### src/rtl/adc_trig_pkg.sv
package adc_trig_pkg;

    // Pin edge mode.
    typedef enum logic [1:0] {
        EDGE_RISE = 2'd0,
        EDGE_FALL = 2'd1,
        EDGE_BOTH = 2'd2,
        EDGE_RSVD = 2'd3
    } pin_edge_e;

    // PWM event kind.
    typedef enum logic [1:0] {
        PEV_FALL = 2'd0,
        PEV_MID  = 2'd1,
        PEV_RISE = 2'd2,
        PEV_PRD  = 2'd3
    } pwm_evt_e;

    // Edges found on a synchronized level.
    typedef struct packed {
        logic rise;
        logic fall;
    } edge_pair_t;

    // Qualify the pin edges against the selected mode; the reserved mode never hits.
    function automatic logic pin_match(edge_pair_t e, pin_edge_e m);
        case (m)
            EDGE_RISE: return e.rise;
            EDGE_FALL: return e.fall;
            EDGE_BOTH: return e.rise | e.fall;
            default:   return 1'b0;
        endcase
    endfunction

    // Pick one PWM event kind out of the four.
    function automatic logic pwm_pick(logic f, logic m, logic r, logic p, pwm_evt_e s);
        case (s)
            PEV_FALL: return f;
            PEV_MID:  return m;
            PEV_RISE: return r;
            default:  return p;
        endcase
    endfunction

endpackage

### src/rtl/trig_pin_sync.sv
module trig_pin_sync
    import adc_trig_pkg::*;
#(
    parameter int STAGES = 2
) (
    input  logic       clk,
    input  logic       rst,
    input  logic       pin_i,
    output edge_pair_t edg_o
);
    logic [STAGES-1:0] sync_q;
    logic              last_q;

    always_ff @(posedge clk) begin
        if (rst) begin
            sync_q <= '0;
            last_q <= 1'b0;
        end else begin
            sync_q <= {sync_q[STAGES-2:0], pin_i};
            last_q <= sync_q[STAGES-1];
        end
    end

    assign edg_o.rise = sync_q[STAGES-1] & ~last_q;
    assign edg_o.fall = ~sync_q[STAGES-1] & last_q;
endmodule

### src/rtl/trig_evt_edge.sv
module trig_evt_edge #(
    parameter int W = 8
) (
    input  logic         clk,
    input  logic         rst,
    input  logic [W-1:0] in_i,
    output logic [W-1:0] rise_o
);
    logic [W-1:0] prev_q;

    always_ff @(posedge clk) begin
        if (rst) prev_q <= '0;
        else     prev_q <= in_i;
    end

    assign rise_o = in_i & ~prev_q;
endmodule

### src/rtl/trig_src_mux.sv
module trig_src_mux
    import adc_trig_pkg::*;
#(
    parameter int NUM_PWM  = 6,
    parameter int NUM_TMR  = 2,
    parameter int NUM_DONE = 2,
    parameter int SEL_W    = 4
) (
    input  edge_pair_t           pin_edges,
    input  pin_edge_e            pin_mode,
    input  pwm_evt_e             pwm_kind,
    input  logic [SEL_W-1:0]     src_sel,
    input  logic [NUM_PWM-1:0]   pwm_fall_r,
    input  logic [NUM_PWM-1:0]   pwm_mid_r,
    input  logic [NUM_PWM-1:0]   pwm_rise_r,
    input  logic [NUM_PWM-1:0]   pwm_prd_r,
    input  logic [NUM_TMR-1:0]   tmr_r,
    input  logic                 cap_r,
    input  logic [NUM_DONE-1:0]  done_r,
    output logic                 hit_o
);
    localparam int SRC_PIN   = 0;
    localparam int SRC_PWM0  = 1;
    localparam int SRC_TMR0  = SRC_PWM0 + NUM_PWM;
    localparam int SRC_CAP   = SRC_TMR0 + NUM_TMR;
    localparam int SRC_DONE0 = SRC_CAP + 1;
    localparam int NUM_SRC   = SRC_DONE0 + NUM_DONE;
    localparam int NUM_CODE  = 1 << SEL_W;

    logic [NUM_PWM-1:0]  pwm_ev;
    logic [NUM_SRC-1:0]  evt;
    logic [NUM_CODE-1:0] evt_pad;

    always_comb begin
        for (int i = 0; i < NUM_PWM; i++) begin
            pwm_ev[i] = pwm_pick(pwm_fall_r[i], pwm_mid_r[i], pwm_rise_r[i],
                                 pwm_prd_r[i], pwm_kind);
        end
    end

    assign evt[SRC_PIN] = pin_match(pin_edges, pin_mode);
    assign evt[SRC_CAP] = cap_r;

    for (genvar g = 0; g < NUM_PWM; g++) begin : g_pwm
        assign evt[SRC_PWM0 + g] = pwm_ev[g];
    end
    for (genvar g = 0; g < NUM_TMR; g++) begin : g_tmr
        assign evt[SRC_TMR0 + g] = tmr_r[g];
    end
    for (genvar g = 0; g < NUM_DONE; g++) begin : g_done
        assign evt[SRC_DONE0 + g] = done_r[g];
    end

    // Codes past the last live source read as a constant zero.
    for (genvar g = 0; g < NUM_CODE; g++) begin : g_pad
        if (g < NUM_SRC) begin : g_live
            assign evt_pad[g] = evt[g];
        end else begin : g_dead
            assign evt_pad[g] = 1'b0;
        end
    end

    assign hit_o = evt_pad[src_sel];
endmodule

### src/rtl/trig_delay.sv
module trig_delay #(
    parameter int DLY_W     = 8,
    parameter int DLY_SCALE = 4,
    parameter int CNT_W     = DLY_W + $clog2(DLY_SCALE)
) (
    input  logic             clk,
    input  logic             rst,
    input  logic             hit_i,
    input  logic             sw_i,
    input  logic [DLY_W-1:0] dly_i,
    output logic             start_o,
    output logic             pend_o,
    output logic [CNT_W-1:0] cnt_o
);
    logic [CNT_W-1:0] load;
    logic             pend_q;
    logic [CNT_W-1:0] cnt_q;
    logic             start_q;

    assign load = CNT_W'(dly_i) * CNT_W'(DLY_SCALE);

    always_ff @(posedge clk) begin
        if (rst) begin
            pend_q  <= 1'b0;
            cnt_q   <= '0;
            start_q <= 1'b0;
        end else begin
            start_q <= sw_i;
            if (pend_q) begin
                // A pending count ignores fresh hardware hits.
                if (cnt_q == CNT_W'(1)) begin
                    pend_q  <= 1'b0;
                    cnt_q   <= '0;
                    start_q <= 1'b1;
                end else begin
                    cnt_q <= cnt_q - CNT_W'(1);
                end
            end else if (hit_i) begin
                if (dly_i == '0) begin
                    start_q <= 1'b1;
                end else begin
                    pend_q <= 1'b1;
                    cnt_q  <= load;
                end
            end
        end
    end

    assign start_o = start_q;
    assign pend_o  = pend_q;
    assign cnt_o   = cnt_q;
endmodule

### src/rtl/adc_trig_sel.sv
module adc_trig_sel
    import adc_trig_pkg::*;
#(
    parameter int NUM_PWM     = 6,
    parameter int NUM_TMR     = 2,
    parameter int NUM_DONE    = 2,
    parameter int DLY_W       = 8,
    parameter int DLY_SCALE   = 4,
    parameter int SYNC_STAGES = 2,
    parameter int SEL_W       = 4
) (
    input  logic                clk,
    input  logic                rst,
    input  logic                hw_en,
    input  logic [SEL_W-1:0]    src_sel,
    input  logic [1:0]          pin_edge_sel,
    input  logic [1:0]          pwm_evt_sel,
    input  logic [DLY_W-1:0]    dly_units,
    input  logic                sw_start,
    input  logic                ext_pin,
    input  logic [NUM_PWM-1:0]  pwm_fall,
    input  logic [NUM_PWM-1:0]  pwm_mid,
    input  logic [NUM_PWM-1:0]  pwm_rise,
    input  logic [NUM_PWM-1:0]  pwm_prd,
    input  logic [NUM_TMR-1:0]  tmr_match,
    input  logic                cap_evt,
    input  logic [NUM_DONE-1:0] done_flag,
    output logic                start_o
);
    localparam int CNT_W = DLY_W + $clog2(DLY_SCALE);
    localparam int EV_W  = 4 * NUM_PWM + NUM_TMR + 1 + NUM_DONE;

    edge_pair_t          pin_edges;
    logic [EV_W-1:0]     ev_raw;
    logic [EV_W-1:0]     ev_rise;
    logic                mux_hit;
    logic                hw_hit;
    logic                dly_pend;
    logic [CNT_W-1:0]    dly_cnt;

    trig_pin_sync #(.STAGES(SYNC_STAGES)) u_pin (
        .clk   (clk),
        .rst   (rst),
        .pin_i (ext_pin),
        .edg_o (pin_edges)
    );

    assign ev_raw = {done_flag, cap_evt, tmr_match, pwm_prd, pwm_rise, pwm_mid, pwm_fall};

    trig_evt_edge #(.W(EV_W)) u_edge (
        .clk    (clk),
        .rst    (rst),
        .in_i   (ev_raw),
        .rise_o (ev_rise)
    );

    trig_src_mux #(
        .NUM_PWM  (NUM_PWM),
        .NUM_TMR  (NUM_TMR),
        .NUM_DONE (NUM_DONE),
        .SEL_W    (SEL_W)
    ) u_mux (
        .pin_edges  (pin_edges),
        .pin_mode   (pin_edge_e'(pin_edge_sel)),
        .pwm_kind   (pwm_evt_e'(pwm_evt_sel)),
        .src_sel    (src_sel),
        .pwm_fall_r (ev_rise[0 +: NUM_PWM]),
        .pwm_mid_r  (ev_rise[NUM_PWM +: NUM_PWM]),
        .pwm_rise_r (ev_rise[2*NUM_PWM +: NUM_PWM]),
        .pwm_prd_r  (ev_rise[3*NUM_PWM +: NUM_PWM]),
        .tmr_r      (ev_rise[4*NUM_PWM +: NUM_TMR]),
        .cap_r      (ev_rise[4*NUM_PWM + NUM_TMR]),
        .done_r     (ev_rise[4*NUM_PWM + NUM_TMR + 1 +: NUM_DONE]),
        .hit_o      (mux_hit)
    );

    assign hw_hit = hw_en & mux_hit;

    trig_delay #(
        .DLY_W     (DLY_W),
        .DLY_SCALE (DLY_SCALE),
        .CNT_W     (CNT_W)
    ) u_dly (
        .clk     (clk),
        .rst     (rst),
        .hit_i   (hw_hit),
        .sw_i    (sw_start),
        .dly_i   (dly_units),
        .start_o (start_o),
        .pend_o  (dly_pend),
        .cnt_o   (dly_cnt)
    );
endmodule

### config.mk
export PLATFORM = sky130hd
export DESIGN_NAME = adc_trig_sel
export DESIGN_NICKNAME = d
export VERILOG_FILES = /design/src/rtl/adc_trig_pkg.sv /design/src/rtl/trig_pin_sync.sv /design/src/rtl/trig_evt_edge.sv /design/src/rtl/trig_src_mux.sv /design/src/rtl/trig_delay.sv /design/src/rtl/adc_trig_sel.sv
export SDC_FILE = /design/constraint.sdc
export NUM_CORES = 1
export LEC_CHECK = 0
export ABC_CLOCK_PERIOD_IN_PS = 3100
export CAP_MARGIN = 20
export CORE_ASPECT_RATIO = 1.75
export CORE_MARGIN = 3
export CORE_UTILIZATION = 49
export DETAILED_ROUTE_END_ITERATION = 10
export PLACE_DENSITY_LB_ADDON = 0.3
export SETUP_SLACK_MARGIN = 0.3
export SYNTH_ARGS = -nofsm -noshare
export SYNTH_HDL_FRONTEND = slang
export SYNTH_SLANG_ARGS = --single-unit
### constraint.sdc
create_clock -name clk -period 3.1 [get_ports clk]
set_clock_uncertainty 0.15 [all_clocks]
set_input_delay 0.62 -clock clk [delete_from_list [all_inputs] [get_ports clk]]
set_output_delay 0.62 -clock clk [all_outputs]
set_load 0.02 [all_outputs]
==> reports/qor.txt <==
outcome: finished, final reports clean
fin nets: 349
period utilisation layout: 86.04%
crit-path cells: clkdlybuf4s50_1 > nor2b_1 > a211o_1 > a21oi_1 > a32oi_1 > a2111o_1 > and2_4 > a32o_1
Compound-Gate Fraction of Synth Area: 20.75%
Crit path max-delay family: compound AO/OA/AOI/OAI gates
minimum clock period: 2.667 ns
Power Density: 500.0 mW/mm²
CP startpoint: pin_edge_sel[1]
Worst Path Buf+Inv: 1
Final Hold Slack: 0.2937 ns
DRT iter0 DRCs: 59
CTS root buffer: clkbuf_8
Post-Synth XOR/XNOR Area: 1.632%
Clock Latency Late Sink: 0.30 ns
Max Cap Viol: 0
largest net degree at the start of global routing: 22
clock buffer depth: 2
Die Height: 93.57 µm
final hold vios: 0
overall routing resource usage: 20.69%
WHS Path Cells: 1
vias in the first global route: 1,937
post-synthesis adder-cell area fraction: 2.331%
largest family of logic cells by synthesized area: simple AND/OR/NAND/NOR gates
arrival time worst endpoint: 2.71 ns
Hold-fix buffers, CTS: 0
routed via count: 1,910
Post-synth EDFFs: 0
global-route wire length before repair: 8.638 mm
Fmax: 374.9 MHz
capture point of the worst reg-to-reg path: u_dly.cnt_o[5]
drt drc: 0
crit path kind: input port to flip-flop
DIE AREA: 0.005243 mm²
reg2reg start: u_pin.last_q
R2R depth: 9
CTS tree: built
count leader, synth: dfxtp_1
crit path launch type: input port
CP max stage cell: a2111o_1
r2r setup slk: 0.60 ns
top cells by area, synth: dfxtp_1, nor2b_1, nand3b_1
clock tree sinks: 44
register area share after synthesis: 41.03%
ys async rst share: 0%
initial core utilization: 51.25%
DR pass1 iterations: 4
hold crit path type: flip-flop to flip-flop
antenna violations before repair: 0
clk slew on worst S/H paths: 0.08 ns
Main synth FF type: dfxtp_1
slowest cell delay on critical path: 0.58 ns
CP endpoint: u_dly.cnt_o[5]
pin slew with the least headroom to its limit: 0.5244 ns
Synth top cells by count: dfxtp_1, nor2b_1, inv_1
post-route ant nets: 0
Max-slew headroom: 64.91%
layout cell share with drive strength beyond 1: 11.53%
number of cell rows: 31
Pleak: 0.001137 µW
VDD IR max: 0.0003308 V
Avg Cell Area, Syn: 9.098 µm²
Final Util: 69.24%
Seq cells post-synth: 44
synthesized area: 0.002147 mm²
area delta synth->final: 35.08%
RSZ-0062 raised after global routing: false
syn_nets: 290
CTS H-Tree Depth: 2
hpwl dp: 3.831 mm
CP Max Fanout: 8
Final Setup Violations: 0
multiplexer area fraction after synthesis: 0%
Yosys warning total: 0
WP depth: 8
final wirelength: 5.139 mm
WL/cell: 14.94 µm
Synth Area in Simple Gates: 28.67%
grt ovf: 0
critical path capture point type: flip-flop
n_diodes: 0
Mapped Cells: 236
post-synth top area cell: dfxtp_1
Worst EP required: 3.14 ns
post-synth top area share: 41.03%
Final Wtd Congestion: 0.9298
core area: 0.004189 mm²
Die Span X: 56.04 µm
total CTS buffers: 5
Yosys cell types: 52
port bufs: 50
Via-to-Cell Ratio: 5.552
Max Slew Vio Count: 0
I/O pin count: 51
-- per-layer routing --
layer	vias to the layer above	global-route usage, %	part of all wire (%)
li1	948	-	-
met1	886	23.08	41
met2	64	36.52	52
met3	12	3.453	4.6
met4	0	11.49	3.0
met5	-	0	0
-- cells by family (layout without fill, tap and decap cells) --
| logic type | after synthesis | in the layout |
|---|---|---|
| buf+inv | 25 | 84 |
| compound gates | 58 | 58 |
| xor+xnor | 4 | 4 |
| fa+ha+maj | 4 | 4 |
| simple gates | 101 | 101 |
| flops | 44 | 44 |
-- stage by stage --
stage	instances	worst slack [ns]	instance area (µm²)	power, µW	TNS (ns)
6_report	344	0.4328	2900	1450	0
5_1_grt	344	0.2913	2900	1513	0
4_1_cts	343	0.4400	2892	1459	0
3_5_place_dp	336	-0.07247	2756	945.0	-0.4401
3_3_place_gp	336	-0.04837	2756	939.9	-0.3237
2_1_floorplan	236	0.6402	2147	817.9	0
-- where the power goes --
| group | switching (µW) | internal [µW] |
|---|---|---|
| registers | 23.8 | 602 |
| logic | 142 | 170 |
| clock network | 195 | 317 |
-- flip-flops by register name, indices dropped and copies added, names as in the netlist --
name and flops:
u_pin.sync_q 2, u_pin.last_q 1, u_edge.prev_q 29, u_dly.pend_o 1, u_dly.cnt_o 10, u_dly.start_o 1
-- worst min path at each step --
stage	from	end	slack, ns
final	u_pin.sync_q[0]	u_pin.sync_q[1]	0.29
after global routing	u_pin.sync_q[0]	u_pin.sync_q[1]	0.32
after CTS	u_pin.sync_q[0]	u_pin.sync_q[1]	0.30
after detailed placement	u_pin.sync_q[0]	u_pin.sync_q[1]	0.28
after global placement	u_pin.sync_q[0]	u_pin.sync_q[1]	0.27
after floorplan	u_pin.sync_q[0]	u_pin.sync_q[1]	0.26
-- repair_timing --
item	in CTS	in global routing
cloned	0	0
pin swaps	4	1
gates resized for setup	4	1
setup endpoints to repair	9	3
setup buffers	0	1
-- cell type report --
type	instances	area (µm²)
flip-flops and latches	44	880.8
multi-input cells	167	1152
clock inverters	2	60.06
fillers	345	1289
clock buffers	5	68.82
repair buffers	63	624.3
inverters	14	52.55
well taps	49	61.31
-- cells in the final DEF (no fill, tap or decap), types with 5 or more instances in the layout --
| master | netlist | final |
|---|---|---|
| clkdlybuf4s50_1 | 0 | 48 |
| dfxtp_1 | 44 | 44 |
| nor2b_1 | 41 | 41 |
| inv_1 | 14 | 14 |
| nor2_1 | 11 | 11 |
| a21oi_1 | 10 | 10 |
| buf_4 | 0 | 10 |
| nand3b_1 | 9 | 9 |
| nand2_1 | 8 | 8 |
| nand3_1 | 7 | 7 |
| o21ai_0 | 6 | 6 |
| nor3_1 | 5 | 5 |
| nand2b_1 | 5 | 5 |
| clkbuf_8 | 0 | 5 |
(Power assumes the default switching activity.)
